## src/rtl/ait_pkg.sv

```systemverilog
`timescale 1ns/1ps
package ait_pkg;

    // Which event pair feeds the interval counter.
    typedef enum logic {
        MODE_RR = 1'b0,
        MODE_PP = 1'b1
    } trk_mode_e;

    // Counter control decided per tick from the accepted events.
    typedef struct packed {
        logic restart;
        logic capture;
    } ref_ctl_t;

    // Window opens at three quarters of the interval.
    function automatic int unsigned open_offset(input int unsigned iv);
        return iv - (iv >> 2);
    endfunction

    // Window closes at seven eighths of the interval.
    function automatic int unsigned close_offset(input int unsigned iv);
        return iv - (iv >> 3);
    endfunction

endpackage

```

## src/rtl/ait_edge_det.sv

```systemverilog
`timescale 1ns/1ps
module ait_edge_det #(
    parameter int N = 2
) (
    input  logic         clk,
    input  logic         rst,
    input  logic         tick,
    input  logic [N-1:0] lvl,
    output logic [N-1:0] rise
);

    logic [N-1:0] prev_q;

    for (genvar i = 0; i < N; i++) begin : g_bit
        always_ff @(posedge clk) begin
            if (rst) begin
                prev_q[i] <= 1'b0;
            end else if (tick) begin
                prev_q[i] <= lvl[i];
            end
        end
        assign rise[i] = tick & lvl[i] & ~prev_q[i];
    end

endmodule

```

## src/rtl/ait_window.sv

```systemverilog
`timescale 1ns/1ps
module ait_window
    import ait_pkg::*;
#(
    parameter int W = 16
) (
    input  logic         clk,
    input  logic         rst,
    input  logic         tick,
    input  logic         start,
    input  logic [W-1:0] ivl,
    output logic         win
);

    logic [W-1:0] el_q;
    logic [W-1:0] open_q;
    logic [W-1:0] close_q;

    always_ff @(posedge clk) begin
        if (rst) begin
            el_q    <= '0;
            open_q  <= '0;
            close_q <= '0;
        end else if (tick) begin
            if (start) begin
                el_q    <= W'(1);
                open_q  <= W'(open_offset(32'(ivl)));
                close_q <= W'(close_offset(32'(ivl)));
            end else if (el_q < close_q) begin
                el_q <= el_q + 1'b1;
            end
        end
    end

    // Two one-shot expirations; the window is the span between them.
    assign win = (el_q >= open_q) ^ (el_q >= close_q);

endmodule

```

## src/rtl/ait_interval.sv

```systemverilog
`timescale 1ns/1ps
module ait_interval #(
    parameter int W = 16
) (
    input  logic         clk,
    input  logic         rst,
    input  logic         tick,
    input  logic         restart,
    input  logic         capture,
    output logic [W-1:0] ivl,
    output logic         sat
);

    localparam logic [W-1:0] CNT_MAX = {W{1'b1}};

    logic [W-1:0] cnt_q;
    logic [W-1:0] ivl_q;

    always_ff @(posedge clk) begin
        if (rst) begin
            cnt_q <= '0;
            ivl_q <= '0;
        end else if (tick) begin
            if (restart) begin
                cnt_q <= W'(1);
            end else if (cnt_q != CNT_MAX) begin
                cnt_q <= cnt_q + 1'b1;
            end
            if (capture) begin
                ivl_q <= cnt_q;
            end
        end
    end

    assign ivl = ivl_q;
    assign sat = tick & (cnt_q == CNT_MAX) & ~restart;

endmodule

```

## src/rtl/atrial_interval_tracker.sv

```systemverilog
`timescale 1ns/1ps
module atrial_interval_tracker
    import ait_pkg::*;
#(
    parameter int W          = 16,
    parameter int HOLDOFF    = 16,
    parameter int LOCK_TICKS = 4096
) (
    input  logic         clk,
    input  logic         rst,
    input  logic         tick,
    input  logic         r_flag,
    input  logic         p_flag,
    output logic [W-1:0] interval,
    output logic         locked,
    output logic         window
);

    localparam int HW = $clog2(HOLDOFF + 1);
    localparam int LW = $clog2(LOCK_TICKS + 1);

    logic [1:0]    lvl;
    logic [1:0]    rise;
    logic          r_acc;
    logic          p_acc;
    logic          win;
    logic          sat;
    ref_ctl_t      ctl;
    trk_mode_e     mode_q;
    logic          fresh_q;
    logic [HW-1:0] ho_q;
    logic [LW-1:0] lt_q;

    assign lvl = {p_flag, r_flag};

    ait_edge_det #(.N(2)) u_edges (
        .clk  (clk),
        .rst  (rst),
        .tick (tick),
        .lvl  (lvl),
        .rise (rise)
    );

    assign r_acc = rise[0] & (ho_q == '0);
    assign p_acc = rise[1] & win;

    always_comb begin
        ctl.restart = p_acc | (r_acc & (mode_q == MODE_RR));
        if (mode_q == MODE_PP) begin
            ctl.capture = ~fresh_q & p_acc;
        end else begin
            ctl.capture = ~fresh_q & r_acc & ~p_acc;
        end
    end

    ait_window #(.W(W)) u_window (
        .clk   (clk),
        .rst   (rst),
        .tick  (tick),
        .start (r_acc),
        .ivl   (interval),
        .win   (win)
    );

    ait_interval #(.W(W)) u_interval (
        .clk     (clk),
        .rst     (rst),
        .tick    (tick),
        .restart (ctl.restart),
        .capture (ctl.capture),
        .ivl     (interval),
        .sat     (sat)
    );

    // Hold-off keeps a bouncing r flag from re-arming the latch.
    always_ff @(posedge clk) begin
        if (rst) begin
            ho_q <= '0;
        end else if (tick) begin
            if (r_acc) begin
                ho_q <= HW'(HOLDOFF);
            end else if (p_acc) begin
                ho_q <= '0;
            end else if (ho_q != '0) begin
                ho_q <= ho_q - 1'b1;
            end
        end
    end

    // Mode, lock timer and the first-event-after-mode-change flag.
    always_ff @(posedge clk) begin
        if (rst) begin
            mode_q  <= MODE_RR;
            fresh_q <= 1'b1;
            lt_q    <= '0;
        end else if (tick) begin
            if (p_acc) begin
                mode_q  <= MODE_PP;
                fresh_q <= 1'b0;
                lt_q    <= LW'(LOCK_TICKS);
            end else if (sat || (lt_q == LW'(1))) begin
                mode_q  <= MODE_RR;
                fresh_q <= 1'b1;
                lt_q    <= '0;
            end else begin
                if (lt_q != '0) begin
                    lt_q <= lt_q - 1'b1;
                end
                if (ctl.restart) begin
                    fresh_q <= 1'b0;
                end
            end
        end
    end

    assign locked = (mode_q == MODE_PP);
    assign window = win;

endmodule

```

## config.mk

```make
export PLATFORM = sky130hd
export DESIGN_NAME = atrial_interval_tracker
export DESIGN_NICKNAME = d
export VERILOG_FILES = /design/src/rtl/ait_pkg.sv /design/src/rtl/ait_edge_det.sv /design/src/rtl/ait_window.sv /design/src/rtl/ait_interval.sv /design/src/rtl/atrial_interval_tracker.sv
export SDC_FILE = /design/constraint.sdc
export NUM_CORES = 1
export LEC_CHECK = 0
export ABC_CLOCK_PERIOD_IN_PS = 5150
export BUFFER_PORTS_ARGS = -buffer_cell sky130_fd_sc_hd__buf_2
export CAP_MARGIN = 40
export CORE_UTILIZATION = 50
export DETAILED_ROUTE_END_ITERATION = 10
export PLACE_DENSITY_LB_ADDON = 0.08
export SYNTH_ARGS = -nofsm -noshare
export SYNTH_HDL_FRONTEND = slang
export SYNTH_SLANG_ARGS = --single-unit
export TNS_END_PERCENT = 10
```

## constraint.sdc

```tcl
create_clock -name clk -period 5.15 [get_ports clk]
set_input_delay 0.2575 -clock clk [delete_from_list [all_inputs] [get_ports clk]]
set_output_delay 0.2575 -clock clk [all_outputs]
set_load 0.02 [all_outputs]
```

==> flow_summary_export.csv, run 1 <==
group,metric,value,unit
job,cap_violations,0,
die,initial_core_util,52.1,%
detailed_routing,wl,14400,um
global_routing,grt_pass1_wl,24300,um
timing,setup_ws,1.98,ns
die,chipHeight,115,um
clocking,root_buffer,"clkbuf_16",
timing,finalCritPeriodShare,61.5,%
global_routing,grt_usage,23.4,%
die,boundaryPins,23,
min_path,hold_depth,3,
cells_and_area,drive_gt1_share,7.26,%
pwr,peakVddDrop,0.334,mV
critical_path,r2r_start,"ho_q[0]$_SDFFE_PP0P_",
timing,relSlewSlack,50.3,%
clocking,cts.reportedPaths.clkPinSlew,0.07,ns
clocking,post_cts_resize_count,0,
timing,setup_violations,0,
critical_path,cp-start-kind,"register",
min_path,worstHoldStart,"p_flag",
clocking,cts_tree,"built",
clocking,clk_latency,0.35,ns
clocking,numCtsBuffers,9,
clocking,clockBufferDepth,2,
detailed_routing,via_per_inst,5.57,
logic_synthesis,synth_edf_count,0,
pwr,powerDensity,368,nW/um^2
min_path,hold_path_end,"u_edges.prev_q[1]$_SDFFE_PP0P_",
clocking,cts_hold_buf,0,
clocking,htreeDepth,3,
timing,fin_skew,0.00821,ns
timing,fmax,0.316,GHz
global_routing,grt_pass1_vias,5054,
die,core_area,12200,sq um
logic_synthesis,synth_fp_nets,849,
critical_path,crit_required,5.43,ns
timing,fin_crit,3.17,ns
logic_synthesis,synth_cell_types,64,
place,gp_congestion,0.926,
detailed_routing,dr_total_vias,5384,
detailed_routing,wl_met3,388,um
place,dp_hpwl,10800,um
critical_path,reg2regPathDepth,10,
logic_synthesis,async_reset_ff_share,0,%
cells_and_area,nets,865,
cells_and_area,post-route-util,56.6,%
min_path,hold_path_class,"in -> reg",
detailed_routing,ant_nets,0,
global_routing,grt-ovfl-total,0,
cells_and_area,syn_to_final_growth,8.65,%
logic_synthesis,netlist_area,6340,sq um
die,dieArea,13100,sq um
logic_synthesis,syn_inst,778,
logic_synthesis,ys_ff_latch,102,
logic_synthesis,ys_seq_area_share,32.2,%
logic_synthesis,yosysWarnings,0,
critical_path,ff2ff_setup_slack,1.98,ns
detailed_routing,dr.pass1.iters,4,
critical_path,crit_type,"reg -> reg",
detailed_routing,first_iter_violations,266,
place,portBuffers,22,
detailed_routing,drc,0,
detailed_routing,maxUsedRoutingLayer,"met4",
cells_and_area,antenna_cells,0,
pwr,power.total,2.53,mW
critical_path,endpoint_kind,"register",
detailed_routing,wl_per_cell,14.9,um
detailed_routing,wl_met2,6810,um
timing,worst_pin_slew,0.745,ns
clocking,cts_sinks,102,
detailed_routing,wl_met1,7020,um
logic_synthesis,yosys_most_used_dff,"dfxtp_1",
timing,final.setup.tns,0,ns
global_routing,grt_max_degree,50,
status,status,"finished, final reports clean",
critical_path,reg2reg_to,"lt_q[10]$_SDFFE_PP0P_",
critical_path,arrival,3.45,ns
timing,rsz0062_at_grt,"false",
clocking,cts_setup_buffers,0,
pwr,p_leak,2.68,nW
die,die_x,115,um
logic_synthesis,avgSynthCellArea,8.15,sq um
global_routing,antenna_found_initial,0,
die,fp-row-count,40,
critical_path,crit_path_max_fanout,49,
timing,final_max_slew_viol_count,0,
place,post-place-ws,1.99,ns
timing,hold_viol_final,0,
==> worst max path at each step <==
stage               cells after the start                             start                              to
detailed placement                     10              ho_q[0]$_SDFFE_PP0P_           lt_q[10]$_SDFFE_PP0P_
finish                                 10              ho_q[0]$_SDFFE_PP0P_           lt_q[10]$_SDFFE_PP0P_
floorplan                              11  u_window.close_q[1]$_SDFFE_PP0P_           lt_q[11]$_SDFFE_PP0P_
global placement                       10  u_window.close_q[1]$_SDFFE_PP0P_  u_window.el_q[15]$_SDFFE_PP0P_
global route                           10              ho_q[0]$_SDFFE_PP0P_           lt_q[10]$_SDFFE_PP0P_
CTS                                    10              ho_q[0]$_SDFFE_PP0P_           lt_q[10]$_SDFFE_PP0P_
==> cell type report <==
| type | count | area, sq um |
|---|---|---|
| Timing Repair Buffer | 29 | 174 |
| Tap cell | 168 | 210 |
| Clock buffer | 11 | 233 |
| Inverter | 63 | 236 |
| Multi-Input combinational cell | 589 | 3960 |
| Clock inverter | 5 | 35.0 |
| Fill cell | 1148 | 5280 |
| Sequential cell | 102 | 2040 |
==> synth_stat cells, types with 2 or more instances <==
master | n | area share, %
fa_1 | 2 | 0.63
or4_1 | 10 | 1.2
nor3_1 | 19 | 1.5
or3_1 | 13 | 1.3
nand3_1 | 16 | 1.3
clkbuf_1 | 19 | 1.1
xor2_1 | 18 | 2.5
nand2_1 | 105 | 6.2
nand3b_1 | 5 | 0.59
mux2i_1 | 19 | 3.0
nor4_1 | 8 | 0.79
nand2b_1 | 3 | 0.30
inv_1 | 62 | 3.7
buf_2 | 2 | 0.16
and4_1 | 4 | 0.55
a21oi_1 | 69 | 5.4
o211ai_1 | 4 | 0.47
nor2_1 | 61 | 3.6
o2bb2ai_1 | 5 | 0.69
ha_1 | 64 | 13
and2_1 | 2 | 0.20
o22ai_1 | 2 | 0.20
a211o_1 | 4 | 0.55
and3_1 | 4 | 0.39
or2_2 | 3 | 0.30
nor2b_1 | 7 | 0.69
nor3b_1 | 3 | 0.36
a2bb2oi_1 | 2 | 0.28
o21ai_0 | 31 | 2.4
a21oi_2 | 2 | 0.28
o21a_1 | 9 | 1.1
o31ai_1 | 10 | 1.2
o221ai_1 | 2 | 0.28
a31oi_1 | 4 | 0.39
dfxtp_1 | 102 | 32
xnor2_1 | 24 | 3.3
nand4_1 | 14 | 1.4
a21o_1 | 10 | 1.2
a211oi_1 | 10 | 1.2
==> critical path: stages (launching register included) <==
cell	delay, ns
dfxtp_1	0.32
inv_1	0.10
ha_1	0.18
or3b_4	0.41
nor4_4	0.22
buf_4	0.46
nand2b_4	0.14
a31o_1	0.28
o41ai_2	0.60
buf_4	0.27
o2bb2ai_1	0.12
==> cells in the final DEF, fill, tap and decap left out, drive strengths merged, types with 3 or more instances in the layout <==
| cell | synthesis | routed |
|---|---|---|
| nand4 | 14 | 14 |
| a211o | 4 | 4 |
| nand2b | 4 | 4 |
| o21a | 9 | 9 |
| o31ai | 12 | 12 |
| mux2i | 19 | 19 |
| o2bb2ai | 5 | 5 |
| nor3b | 3 | 3 |
| buf | 5 | 28 |
| ha | 64 | 64 |
| nand3b | 5 | 5 |
| or3 | 13 | 13 |
| xnor2 | 24 | 24 |
| nor2b | 7 | 7 |
| a31oi | 4 | 4 |
| nand2 | 105 | 105 |
| a211oi | 11 | 11 |
| dfxtp | 102 | 102 |
| o211ai | 4 | 4 |
| or2 | 3 | 3 |
| a21o | 10 | 10 |
| nand3 | 16 | 16 |
| inv | 62 | 63 |
| o21ai | 31 | 31 |
| and3 | 4 | 4 |
| clkinv | 1 | 4 |
| clkbuf | 19 | 11 |
| a21oi | 71 | 71 |
| nor4 | 9 | 9 |
| nor2 | 61 | 61 |
| and4 | 4 | 4 |
| xor2 | 19 | 19 |
| or4 | 10 | 10 |
| nor3 | 19 | 19 |
==> per-stage QoR <==
step | hold slack (ns) | instances | cell area, sq um
final | 0.162 | 967 | 6890
after floorplan | 0.417 | 778 | 6340
after CTS | 0.150 | 967 | 6890
after global routing | 0.181 | 967 | 6890
after global placement | 0.442 | 947 | 6580
after detailed placement | 0.443 | 951 | 6620
==> per-layer routing <==
metal | up-vias | GRT usage, %
met1 | 2519 | 30.3
met5 | - | 0
met3 | 14 | 4.13
met2 | 72 | 39.4
li1 | 2779 | -
met4 | 0 | 7.88
==> flip-flops by register name, indices dropped and copies added, names as in the netlist <==
name              count
fresh_q               1
u_interval.ivl       16
u_interval.cnt_q     16
u_window.close_q     16
u_window.el_q        16
lt_q                 13
ho_q                  5
locked                1
u_window.open_q      16
u_edges.prev_q        2
==> cells by family (layout without fill, tap and decap cells) <==
group                      count (synthesis)  after routing  share of synthesized area, %
adders and majority gates                 66             66                          13.3
muxes                                     19             19                          3.00
xor gates and xnor gates                  43             43                          6.06
and+or+nand+nor                          283            283                          21.9
DFF                                      102            102                          32.2
buffers and inverters                     87            108                          5.37
AOI/OAI and AO/OA                        178            178                          18.2
==> where the power goes <==
group          internal [mW]  switching, mW  leakage, nW
Combinational          0.360          0.560         1.73
Sequential             0.888         0.0970        0.826
Clock                  0.329          0.300        0.130
Total                   1.58          0.957         2.68
(Power assumes the default switching activity.)
==> run 2: changes to the inputs <==
--- a/config.mk
+++ b/config.mk
@@ -5,7 +5,7 @@
 export SDC_FILE = /design/constraint.sdc
 export NUM_CORES = 1
 export LEC_CHECK = 0
-export ABC_CLOCK_PERIOD_IN_PS = 5150
+export ABC_CLOCK_PERIOD_IN_PS = 2840
 export BUFFER_PORTS_ARGS = -buffer_cell sky130_fd_sc_hd__buf_2
 export CAP_MARGIN = 40
 export CORE_UTILIZATION = 50
==> constraint.sdc (replaced) <==
create_clock -name clk -period 2.84 [get_ports clk]
set_input_delay 0.142 -clock clk [delete_from_list [all_inputs] [get_ports clk]]
set_output_delay 0.142 -clock clk [all_outputs]
set_load 0.02 [all_outputs]
==> run 2 against run 1 <==
  * Utilization increased by 1.8 points
  * Via count up 1.4%
  * Worst setup slack worse by 1.9 ns
  * Clock skew about the same
  * Sequential cell count unchanged
  * Global-route usage shrank 0.056 points
  * Cell count is 1.9% higher
  * Non-clock buffer count is 19 higher
  * Die area stayed put
  * Worst hold slack got worse by 0.092 ns
  * Wire length rose by 0.12%
  * Critical path depth unchanged
  * Critical path type unchanged
  * Critical endpoint is now lt_q[2]$_SDFFE_PP0P_
==> flow_summary_export.csv, run 2 (synthesis results as in run 1) <==
group,metric,value,unit
die,dieArea,13100,sq um
cells_and_area,finalNonFillerCells,985,
pwr,peakVddDrop,0.735,mV
critical_path,arrival,3.02,ns
timing,setup_violations,0,
global_routing,grt_pass1_wl,24400,um
critical_path,crit_path_max_fanout,16,
critical_path,endpoint_kind,"register",
job,cap_violations,0,
pwr,powerDensity,683,nW/um^2
critical_path,cp-start-kind,"register",
place,dp_hpwl,10900,um
pwr,power.total,4.85,mW
die,initial_core_util,52.1,%
place,placed_cell_area,6760,sq um
detailed_routing,via_per_inst,5.54,
global_routing,grt-ovfl-total,0,
place,portBuffers,22,
clocking,post_cts_resize_count,0,
die,die_x,115,um
clocking,clk_latency,0.35,ns
min_path,hold_path_class,"in -> reg",
cells_and_area,finish.instance_area,7100,sq um
clocking,cts.reportedPaths.clkPinSlew,0.07,ns
global_routing,antenna_found_initial,0,
timing,hold_viol_final,0,
timing,relSlewSlack,58.9,%
die,chipHeight,115,um
detailed_routing,first_iter_violations,280,
pwr,p_leak,2.81,nW
detailed_routing,ant_nets,0,
die,boundaryPins,23,
clocking,numCtsBuffers,9,
critical_path,crit_type,"reg -> reg",
cells_and_area,syn_to_final_growth,12.0,%
die,core_area,12200,sq um
place,dpl.cell_count,970,
critical_path,crit_required,3.14,ns
detailed_routing,wl,14400,um
timing,setup_ws,0.122,ns
global_routing,grt_usage,23.4,%
cells_and_area,post-route-util,58.4,%
clocking,root_buffer,"clkbuf_16",
pwr,power.switching,1.76,mW
pwr,power.share.sequential,36.4,%
status,status,"finished, final reports clean",
detailed_routing,dr.pass1.iters,4,
timing,finalCritPeriodShare,95.7,%
timing,worst_pin_slew,0.615,ns
clocking,clockBufferDepth,2,
die,fp-row-count,40,
place,post-place-ws,0.106,ns
pwr,p_comb_share,37.8,%
place,gp_congestion,0.935,
timing,fin_skew,0.00800,ns
detailed_routing,drc,0,
cells_and_area,drive_gt1_share,9.91,%
global_routing,grt_pass1_vias,5254,
pwr,clock_power_share,25.8,%
cells_and_area,final_common_cell,"nand2_1",
clocking,htreeDepth,3,
pwr,swShare,36.2,%
timing,fin_crit,2.72,ns
clocking,cts_hold_buf,0,
global_routing,grt_max_degree,49,
clocking,cts_sinks,102,
cells_and_area,antenna_cells,0,
timing,rsz0062_at_grt,"true",
detailed_routing,wl_per_cell,14.7,um
clocking,cts_setup_buffers,0,
timing,whs,0.0706,ns
timing,fmax,0.368,GHz
cells_and_area,mostFrequentLayoutCells,"nand2_1, dfxtp_1, a21oi_1",
timing,final_max_slew_viol_count,0,
pwr,internal_power,3.09,mW
clocking,cts_tree,"built",
timing,final.setup.tns,0,ns
detailed_routing,dr_total_vias,5461,
cells_and_area,nets,884,
[run 2: cell types whose count changed in the layout (fill, tap and decap cells not counted), sizes merged]
cell           before  now
clkbuf             11   12
bufinv              0    1
clkinvlp            1    0
inv                63   62
clkdlybuf4s15       1    0
buf                28   48
clkinv              4    3
[run 2: layout make-up]
class	count	area [sq um]
fillers	1132	5060
multi-input cells	589	3990
flip-flops and latches	102	2040
repair buffers	48	322
clock buffers	12	256
inverters	63	236
well taps	168	210
clock inverters	3	43.8
[run 2: worst paths after layout]
check,cells after the start,from,to,slack (ns)
setup reg to reg,10,ho_q[0]$_SDFFE_PP0P_,lt_q[2]$_SDFFE_PP0P_,0.12
setup / recovery,10,ho_q[0]$_SDFFE_PP0P_,lt_q[2]$_SDFFE_PP0P_,0.12
hold / removal,3,p_flag,u_edges.prev_q[1]$_SDFFE_PP0P_,0.07
hold reg to reg,2,u_window.close_q[8]$_SDFFE_PP0P_,u_window.close_q[8]$_SDFFE_PP0P_,0.46
[run 2: metal layers]
layer	track usage [%]	wire length (um)
met5	0	0
met4	6.75	211
met3	5.40	534
met2	40.2	6920
met1	29.0	6770
[run 2: power groups by stage]
stage	Sequential [mW]	Combinational (mW)	Clock, mW
2_1_floorplan	1.78	1.31	0
3_3_place_gp	1.79	1.72	0
3_5_place_dp	1.80	1.78	0
4_1_cts	1.77	1.79	1.29
5_1_grt	1.80	2.03	1.34
6_report	1.77	1.83	1.25
[run 2: critical path, stage by stage, from the launching register on]
cell and delay (ns):
dfxtp_1 0.31, inv_1 0.09, ha_1 0.16, or3b_4 0.41, nor4_4 0.32, nand2b_4 0.13, a31o_1 0.27, nor4b_2 0.26
a21bo_4 0.33, nor3b_1 0.25, a211o_1 0.14
